File: src/rtl/hs_conn_pkg.sv
package hs_conn_pkg;

    typedef enum logic [1:0] {
        ST_OFF   = 2'd0,
        ST_INIT  = 2'd1,
        ST_WATCH = 2'd2,
        ST_LINK  = 2'd3
    } hs_state_e;

    // Bit positions of the synchronised line vector
    localparam int unsigned LN_BP_SDA = 0;
    localparam int unsigned LN_BP_SCL = 1;
    localparam int unsigned LN_CD_SDA = 2;
    localparam int unsigned LN_CD_SCL = 3;
    localparam int unsigned NUM_LINES = 4;

    // Microseconds to clock cycles, never below one
    function automatic int unsigned us_to_cycles(input int unsigned khz,
                                                 input int unsigned us);
        int unsigned n;
        n = (khz * us) / 1000;
        return (n == 0) ? 1 : n;
    endfunction

endpackage

File: src/rtl/hs_line_sync.sv
module hs_line_sync #(
    parameter int unsigned WIDTH  = 4,
    parameter int unsigned STAGES = 2
) (
    input  logic             clk,
    input  logic             rst_n,
    input  logic [WIDTH-1:0] raw_i,
    output logic [WIDTH-1:0] sync_o
);

    for (genvar g = 0; g < WIDTH; g++) begin : g_line
        logic [STAGES-1:0] chain_q;
        logic [STAGES-1:0] chain_d;

        always_comb begin
            chain_d = {chain_q[STAGES-2:0], raw_i[g]};
        end

        always_ff @(posedge clk or negedge rst_n) begin
            if (!rst_n) chain_q <= '0;
            else        chain_q <= chain_d;
        end

        assign sync_o[g] = chain_q[STAGES-1];
    end

endmodule

File: src/rtl/hs_bus_watch.sv
module hs_bus_watch
    import hs_conn_pkg::*;
#(
    parameter int unsigned IDLE_CYC = 105
) (
    input  logic                 clk,
    input  logic                 rst_n,
    input  logic                 armed_i,
    input  logic [NUM_LINES-1:0] lines_i,
    output logic                 idle_done_o,
    output logic                 stop_ok_o
);

    localparam int unsigned CW = $clog2(IDLE_CYC + 1);
    localparam logic [CW-1:0] CNT_END = CW'(IDLE_CYC);

    typedef struct packed {
        logic [CW-1:0] cnt;
        logic          sda_prev;
        logic          scl_prev;
    } watch_t;

    watch_t w_d, w_q;
    logic   all_hi;
    logic   card_hi;

    always_comb begin
        all_hi   = &lines_i;
        card_hi  = lines_i[LN_CD_SDA] & lines_i[LN_CD_SCL];
        w_d          = w_q;
        w_d.sda_prev = lines_i[LN_BP_SDA];
        w_d.scl_prev = lines_i[LN_BP_SCL];
        if (!armed_i || !all_hi) begin
            w_d.cnt = '0;
        end else if (w_q.cnt != CNT_END) begin
            w_d.cnt = w_q.cnt + 1'b1;
        end
    end

    always_ff @(posedge clk or negedge rst_n) begin
        if (!rst_n) w_q <= '0;
        else        w_q <= w_d;
    end

    assign idle_done_o = armed_i && (w_q.cnt == CNT_END);

    // Backplane data rises while its clock stays high, card side idle
    assign stop_ok_o = armed_i && !w_q.sda_prev && lines_i[LN_BP_SDA]
                     && w_q.scl_prev && lines_i[LN_BP_SCL] && card_hi;

    // Any low line in the watch phase clears the idle count
    p_idle_restart_r6: assert property (@(posedge clk) disable iff (!rst_n)
        (armed_i && !(&lines_i)) |=> (w_q.cnt == '0));

    // Idle completion only after the lines were high in the previous cycle
    p_idle_needs_high_r5: assert property (@(posedge clk) disable iff (!rst_n)
        (armed_i && $past(armed_i) && idle_done_o) |-> $past(&lines_i));

endmodule

File: src/rtl/hs_conn_seq.sv
module hs_conn_seq
    import hs_conn_pkg::*;
#(
    parameter int unsigned EN_CYC = 110
) (
    input  logic      clk,
    input  logic      rst_n,
    input  logic      en_i,
    input  logic      idle_done_i,
    input  logic      stop_ok_i,
    output hs_state_e state_o,
    output logic      armed_o
);

    localparam int unsigned TW = $clog2(EN_CYC + 1);
    localparam logic [TW-1:0] TMR_END = TW'(EN_CYC - 1);

    typedef struct packed {
        hs_state_e     state;
        logic [TW-1:0] tmr;
    } seq_t;

    seq_t s_d, s_q;

    always_comb begin
        s_d = s_q;
        if (!en_i) begin
            s_d.state = ST_OFF;
            s_d.tmr   = '0;
        end else begin
            unique case (s_q.state)
                ST_OFF: begin
                    s_d.state = ST_INIT;
                    s_d.tmr   = '0;
                end
                ST_INIT: begin
                    if (s_q.tmr == TMR_END) begin
                        s_d.state = ST_WATCH;
                        s_d.tmr   = '0;
                    end else begin
                        s_d.tmr = s_q.tmr + 1'b1;
                    end
                end
                ST_WATCH: begin
                    if (idle_done_i || stop_ok_i) s_d.state = ST_LINK;
                end
                ST_LINK: begin
                    s_d.state = ST_LINK;
                end
                default: s_d.state = ST_OFF;
            endcase
        end
    end

    always_ff @(posedge clk or negedge rst_n) begin
        if (!rst_n) s_q <= '{state: ST_OFF, tmr: '0};
        else        s_q <= s_d;
    end

    assign state_o = s_q.state;
    assign armed_o = (s_q.state == ST_WATCH);

    // Initialisation never jumps straight to the linked state
    p_init_no_link_r3: assert property (@(posedge clk) disable iff (!rst_n)
        (s_q.state == ST_INIT) |=> (s_q.state != ST_LINK));

    // The linked state is entered only from the watch phase
    p_link_from_watch_r5: assert property (@(posedge clk) disable iff (!rst_n)
        (s_q.state == ST_LINK && $past(s_q.state) != ST_LINK)
            |-> ($past(s_q.state) == ST_WATCH));

endmodule

File: src/rtl/hs_conn_ctrl.sv
module hs_conn_ctrl
    import hs_conn_pkg::*;
#(
    parameter int unsigned CLK_KHZ = 250000,
    parameter int unsigned EN_US   = 110,
    parameter int unsigned IDLE_US = 105
) (
    input  logic clk,
    input  logic pwr_ok,
    input  logic en,
    input  logic bp_sda,
    input  logic bp_scl,
    input  logic cd_sda,
    input  logic cd_scl,
    output logic link_on,
    output logic prechg_en,
    output logic ready
);

    localparam int unsigned EN_CYC   = us_to_cycles(CLK_KHZ, EN_US);
    localparam int unsigned IDLE_CYC = us_to_cycles(CLK_KHZ, IDLE_US);

    logic [NUM_LINES-1:0] raw_lines;
    logic [NUM_LINES-1:0] sync_lines;
    logic                 armed;
    logic                 idle_done;
    logic                 stop_ok;
    hs_state_e            state;

    always_comb begin
        raw_lines            = '0;
        raw_lines[LN_BP_SDA] = bp_sda;
        raw_lines[LN_BP_SCL] = bp_scl;
        raw_lines[LN_CD_SDA] = cd_sda;
        raw_lines[LN_CD_SCL] = cd_scl;
    end

    hs_line_sync #(.WIDTH(NUM_LINES), .STAGES(2)) i_sync (
        .clk    (clk),
        .rst_n  (pwr_ok),
        .raw_i  (raw_lines),
        .sync_o (sync_lines)
    );

    hs_bus_watch #(.IDLE_CYC(IDLE_CYC)) i_watch (
        .clk         (clk),
        .rst_n       (pwr_ok),
        .armed_i     (armed),
        .lines_i     (sync_lines),
        .idle_done_o (idle_done),
        .stop_ok_o   (stop_ok)
    );

    hs_conn_seq #(.EN_CYC(EN_CYC)) i_seq (
        .clk         (clk),
        .rst_n       (pwr_ok),
        .en_i        (en),
        .idle_done_i (idle_done),
        .stop_ok_i   (stop_ok),
        .state_o     (state),
        .armed_o     (armed)
    );

    // Enable gates the registered state directly, so a drop takes effect at once
    assign link_on   = en && (state == ST_LINK);
    assign ready     = en && (state == ST_LINK);
    assign prechg_en = en && ((state == ST_INIT) || (state == ST_WATCH));

    p_en_low_quiet_r2: assert property (@(posedge clk) disable iff (!pwr_ok)
        !en |-> (!link_on && !ready && !prechg_en));

    p_prechg_excl_r4: assert property (@(posedge clk) disable iff (!pwr_ok)
        !(prechg_en && link_on));

    p_link_after_prechg_r4: assert property (@(posedge clk) disable iff (!pwr_ok)
        ($rose(link_on) && $past(en)) |-> $past(prechg_en));

    p_ready_tracks_link_r9: assert property (@(posedge clk) disable iff (!pwr_ok)
        $rose(ready) |-> $past(prechg_en));

    p_hold_link_r10: assert property (@(posedge clk) disable iff (!pwr_ok)
        (en && $past(link_on && en)) |-> link_on);

    p_reenable_fresh_r11: assert property (@(posedge clk) disable iff (!pwr_ok)
        $rose(en) |-> !link_on);

endmodule

File: config.mk
export PLATFORM = sky130hd
export DESIGN_NAME = hs_conn_ctrl
export DESIGN_NICKNAME = d
export VERILOG_FILES = /design/src/rtl/hs_conn_pkg.sv /design/src/rtl/hs_line_sync.sv /design/src/rtl/hs_bus_watch.sv /design/src/rtl/hs_conn_seq.sv /design/src/rtl/hs_conn_ctrl.sv
export SDC_FILE = /design/constraint.sdc
export NUM_CORES = 1
export LEC_CHECK = 0
export BUFFER_PORTS_ARGS = -buffer_cell sky130_fd_sc_hd__buf_2
export CORE_ASPECT_RATIO = 0.5
export CORE_UTILIZATION = 35
export CTS_CLUSTER_SIZE = 30
export DETAILED_ROUTE_END_ITERATION = 10
export GPL_TIMING_DRIVEN = 0
export REMOVE_ABC_BUFFERS = 1
export SYNTH_ARGS = -nofsm -noshare
export SYNTH_HDL_FRONTEND = slang
export SYNTH_SLANG_ARGS = --single-unit
File: constraint.sdc
create_clock -name clk -period 3 [get_ports clk]
set_input_delay 0.3 -clock clk [delete_from_list [all_inputs] [get_ports clk]]
set_output_delay 0.3 -clock clk [all_outputs]
set_load 0.05 [all_outputs]
Yosys cells after proc, flatten, opt, wreduce, memory -nomap -nowiden
Index checks and enable logic that the tools add are counted.
Widths: inputs -> output; s select.

operators by class
  reductions and logical operators = 18
  multiplexer cells = 8
  bitwise logic cells = 1
  $add $sub $neg = 2
  equality and inequality tests = 9

operator list
  kind                   number
  $mux 15                3
  $add 15x1->15 const B  2
  $eq 15x15->1 const B   2
  $pmux 15 s2            1
  $mux 17                1
  $ne 15x15->1 const B   1
  $logic_and 1x1->1      8
  $pmux 2 s4             1
  $ne 3x2->1 const B     2
  $eq 2x2->1 const B     2
  $mux 2                 2
  $reduce_and 4->1       1
  $logic_not 1->1        3
  $logic_or 1x1->1       3
  $ne 3x1->1 const B     1
  $eq 2x1->1 const B     1
  $logic_not 2->1        1
  $reduce_and 2->1       1
  $reduce_bool 2->1      1
  $and 1x1->1            1

storage, ports and cells
  logic and storage cells = 47
  flip-flop bits (word level) = 42
  output and inout bits = 3
  input bits = 7

Logic depth before layout (Yosys ltp)
  word-level depth = 10
  mapped depth = 7
  depth with buffers taken out = 6

Cells and area by module
A second synthesis with hierarchy kept.

second synthesis, totals
  cells, all modules = 201
  area, all modules = 2058.2 um^2

modules (own cells, without submodules)
  module        seq. area each (um^2)  cells an instance  area each (um^2)  times used
  hs_conn_seq   425.4                  97                 927.1             1
  hs_bus_watch  425.4                  88                 868.3             1
  hs_line_sync  200.2                  12                 230.2             1
  hs_conn_ctrl  0.0                    4                  32.5              1

Worst setup path before layout
No wires, ideal clock.

  path type = reg-to-reg
  from = register i_seq.s_q, in the netlist i_seq.state_o[1]
  to = register i_seq.s_q[14] in the netlist's numbering
  library setup time = 0.078 ns
  buffers on the path = 0
  required time = 2.922 ns
  clock period less this slack = 1.838 ns
  data arrival time = 1.760 ns
  path slack = 1.162 ns
  stages on the path, launching flop included = 7
  path through = dfrtp_1 -> inv_1 -> ha_1 -> nor3b_1 -> or3_4 -> or4b_4 -> a21oi_2

between the ends
  longest elaborated chain between the ends = 3
  elaborated cells between the ends (all ways) = 5
  those cells by class = 2 x eq/ne; 2 x mux; 1 x reduce/logical

RTL lines
  element                                        RTL line           RTL
  from (decl)                                    hs_conn_seq.sv:23  seq_t s_d, s_q;
  from (signal assigned)                         hs_conn_seq.sv:56  if (!rst_n) s_q <= '{state: ST_OFF, tmr: '0};
  $eq 2x1->1 or $logic_not 2->1 (tied branches)  hs_conn_seq.sv:31  unique case (s_q.state)
  $pmux 15 s2                                    hs_conn_seq.sv:31
  $mux 17                                        hs_conn_seq.sv:27  if (!en_i) begin

Several ways; a longest one is shown, not always the timed one.
A chain may end at the register's enable or synchronous reset.

Worst setup path after layout
Same ends and word-level chain as after synthesis.

==> impl_metrics.csv <==
group,metric,value,unit
layout,num_antenna_cells,0,
routing,wirelength,4130,um
place,place_congestion,0.770,
routing,drc_errors,0,
clock_tree,cts.sinks,42,
logic_synthesis,ys_ff_latch,42,
clock_tree,post-cts-setup-buffers,0,
logic_synthesis,yosysUniqueCellTypes,47,
die,fp.dieH,57.2,um
timing,rsz0062_at_grt,"no",
timing,max_slew_margin,38.1,%
timing,fin_skew,0.00351,ns
grt,grt_pass1_wl,7240,um
timing,final.setup.tns,0,ns
layout,layout-drive-gt1-share,12.7,%
clock_tree,hold_buffers,0,
layout,multi_input_area,0.00102,mm^2
critical_path,rr_worst_depth,6,
timing,hold_viol,0,
die,rows,19,
logic_synthesis,synth-seq-area-share,49.3,%
routing,route.detailed.wl_per_inst,14.0,um
run_status,outcome,"complete, no violations",
die,pin_count,10,
logic_synthesis,synth_top_area_share,49.3,%
grt,first_global_vias,1561,
layout,finalNonFillerCells,294,
routing,vias_per_cell,5.49,
place,dp_cells,286,
layout,n_fill_cell,540,
power,intPower,1.16,mW
clock_tree,h-tree-depth,2,
power,ir_worst_vdd,0.000258,V
routing,dr.pass1.iters,4,
timing,max_freq,488,MHz
die,die_x,112,um
job,drv_cap,0,
timing,drv_slew,0,
power,power_frac_clock,43.9,%
clock_tree,tritoncts,"built",
grt,grt_overflow,0,
critical_path,end_kind,"flip-flop",
die,design.core.area,0.00568,mm^2
timing,setup_ws,0.949,ns
min_path,hp-class,"in -> reg",
logic_synthesis,netlist_area,0.00213,mm^2
layout,regArea,0.00105,mm^2
clock_tree,numCtsBuffers,5,
place,preCtsSetupSlack,0.536,ns
timing,whs,0.122,ns
clock_tree,clock_path_buffers,2,
routing,ant_nets,0,
die,die_area,0.00642,mm^2
layout,nNetsFinal,234,
clock_tree,cts.clk_slew.worst_paths,0.06,ns
logic_synthesis,ys_warn_count,0,
layout,area_delta_synth_final,14.7,%
power,leakage,0.976,nW
timing,final.min_clock_period,2.05,ns
critical_path,worst_setup_path_start_kind,"flip-flop",
grt,antenna_found_initial,0,
grt,track_usage,14.5,%
place,dpl.hpwl,2820,um
critical_path,crit_arrival,2.26,ns
clock_tree,clk_latency,0.28,ns
min_path,hold_depth,1,
power,switching_share,27.4,%
timing,tightest_slew,0.929,ns
timing,finalSetupViolations,0,
routing,vias,1614,
critical_path,crit_path_max_fanout,12,
grt,grt_max_degree,43,
power,pwr-share-comb,17.4,%
clock_tree,cts-root-buf,"clkbuf_16",
clock_tree,cts-resized-gates,0,
logic_synthesis,synth_top_area_cell,"dfrtp_1",
timing,post-route-period-util,68.4,%
power,pwr-share-seq,38.8,%
power,p_switching,0.437,mW
power,total_power,1.59,mW
logic_synthesis,yosys-top-cells-area,"dfrtp_1, ha_1, nand4_1",
logic_synthesis,syn_avg_cell_area,10.2,um^2
critical_path,setup.worst_path.class,"reg -> reg",
power,power_density,652,mW/mm^2
critical_path,critPathRequiredTime,3.21,ns
routing,drt_iter0_drc,36,
place,portBuffers,9,
die,initial_utilization,37.5,%
logic_synthesis,syn_inst,209,
## cell type report
class,count,area share (%)
inverter,11,1.69
sequential,42,43.0
timing repair buffer,9,1.84
clock buffer,5,5.12
tap,73,3.74
multi-input combinational,151,41.8
clock inverter,3,2.82
## layout by cell type (no fill, tap or decap), drive strengths merged, types with 7 or more instances in the layout
cell	Yosys	routed
dfrtp	42	42
nor2	18	18
nand2	17	17
nand4	14	14
inv	11	11
nand3	11	11
xnor2	9	9
buf	1	9
xor2	7	7
ha	7	7
a21oi	7	7
## power groups by stage
stage,combinational [mW],clock [mW],sequential [mW]
floorplan,0.199,0,0.622
global placement,0.264,0,0.626
detailed placement,0.275,0,0.628
CTS,0.275,0.716,0.617
global route,0.304,0.750,0.620
finish,0.277,0.699,0.617
## final timing paths
| check | from | endpoint | slack [ns] |
|---|---|---|---|
| min reg2reg | i_sync.g_line[3].chain_q[0] | i_sync.g_line[3].chain_q[1] | 0.35 |
| min in group asynchronous | pwr_ok | i_watch.w_q[12] | 0.16 |
| max in group asynchronous | pwr_ok | i_watch.w_q[7] | 2.27 |
| max reg2reg | i_seq.state_o[1] | i_seq.s_q[14] | 0.95 |
| min | bp_scl | i_sync.g_line[1].chain_q[0] | 0.12 |
| max | i_seq.state_o[1] | i_seq.s_q[14] | 0.95 |
## Yosys cell counts (all sizes together)
| cell | number |
|---|---|
| a41oi | 1 |
| nor3b | 1 |
| dfrtp | 42 |
| nand2 | 17 |
| o41ai | 1 |
| ha | 7 |
| and4 | 2 |
| inv | 11 |
| or4 | 3 |
| and2 | 6 |
| nor4b | 3 |
| and4b | 2 |
| o31ai | 1 |
| or4b | 1 |
| clkbuf | 4 |
| o32a | 1 |
| nand3b | 2 |
| o211ai | 2 |
| a21oi | 7 |
| o21ai | 6 |
| o22ai | 2 |
| or3 | 4 |
| nand3 | 11 |
| a41o | 1 |
| xnor2 | 9 |
| a211oi | 1 |
| a2bb2oi | 1 |
| a31oi | 3 |
| nand2b | 1 |
| nor4 | 6 |
| nor2 | 18 |
| nor3 | 1 |
| and4bb | 2 |
| or2 | 1 |
| and3 | 2 |
| nand4 | 14 |
| o32ai | 1 |
| xor2 | 7 |
| o31a | 1 |
| o311ai | 1 |
| buf | 1 |
| a32o | 1 |
## flip-flops by register name, indices dropped and copies added (netlist names)
register / flops
i_sync.g_line.chain_q: 8
i_seq.state_o: 2
i_watch.w_q: 17
i_seq.s_q: 15
## metrics by stage
stage,cell area (um^2),util (%)
3_5_place_dp,2240,39.5
3_3_place_gp,2240,39.5
2_1_floorplan,2110,-
4_1_cts,2440,42.9
6_report,2440,43.0
5_1_grt,2440,43.0
## cells by family (layout without fill, tap and decap cells)
logic type	count (synthesis)	after routing	synth area share (%)
adders and majority gates	7	7	4.11
xor gates and xnor gates	16	16	6.58
and+or+nand+nor	97	97	26.7
buffers and inverters	16	28	2.99
DFF	42	42	49.3
AOI/OAI and AO/OA	31	31	10.3
## critical path: stages, from the launching register on
cell and delay, ns:
dfrtp_1 0.41, inv_1 0.12, ha_1 0.24, nor3b_2 0.15, or3_4 0.41, or4b_4 0.52
a21oi_2 0.14
## layer usage
metal / routed length [um] / up-vias / share of wire, % / track usage (%)
met1: 2030 / 791 / 49 / 19.0
met3: 129 / 6 / 3.1 / 3.83
li1: - / 787 / - / -
met4: 44 / 0 / 1.1 / 4.57
met2: 1920 / 30 / 47 / 23.7
met5: 0 / - / 0 / 0
Note: power is estimated with default switching activity, not from simulation.
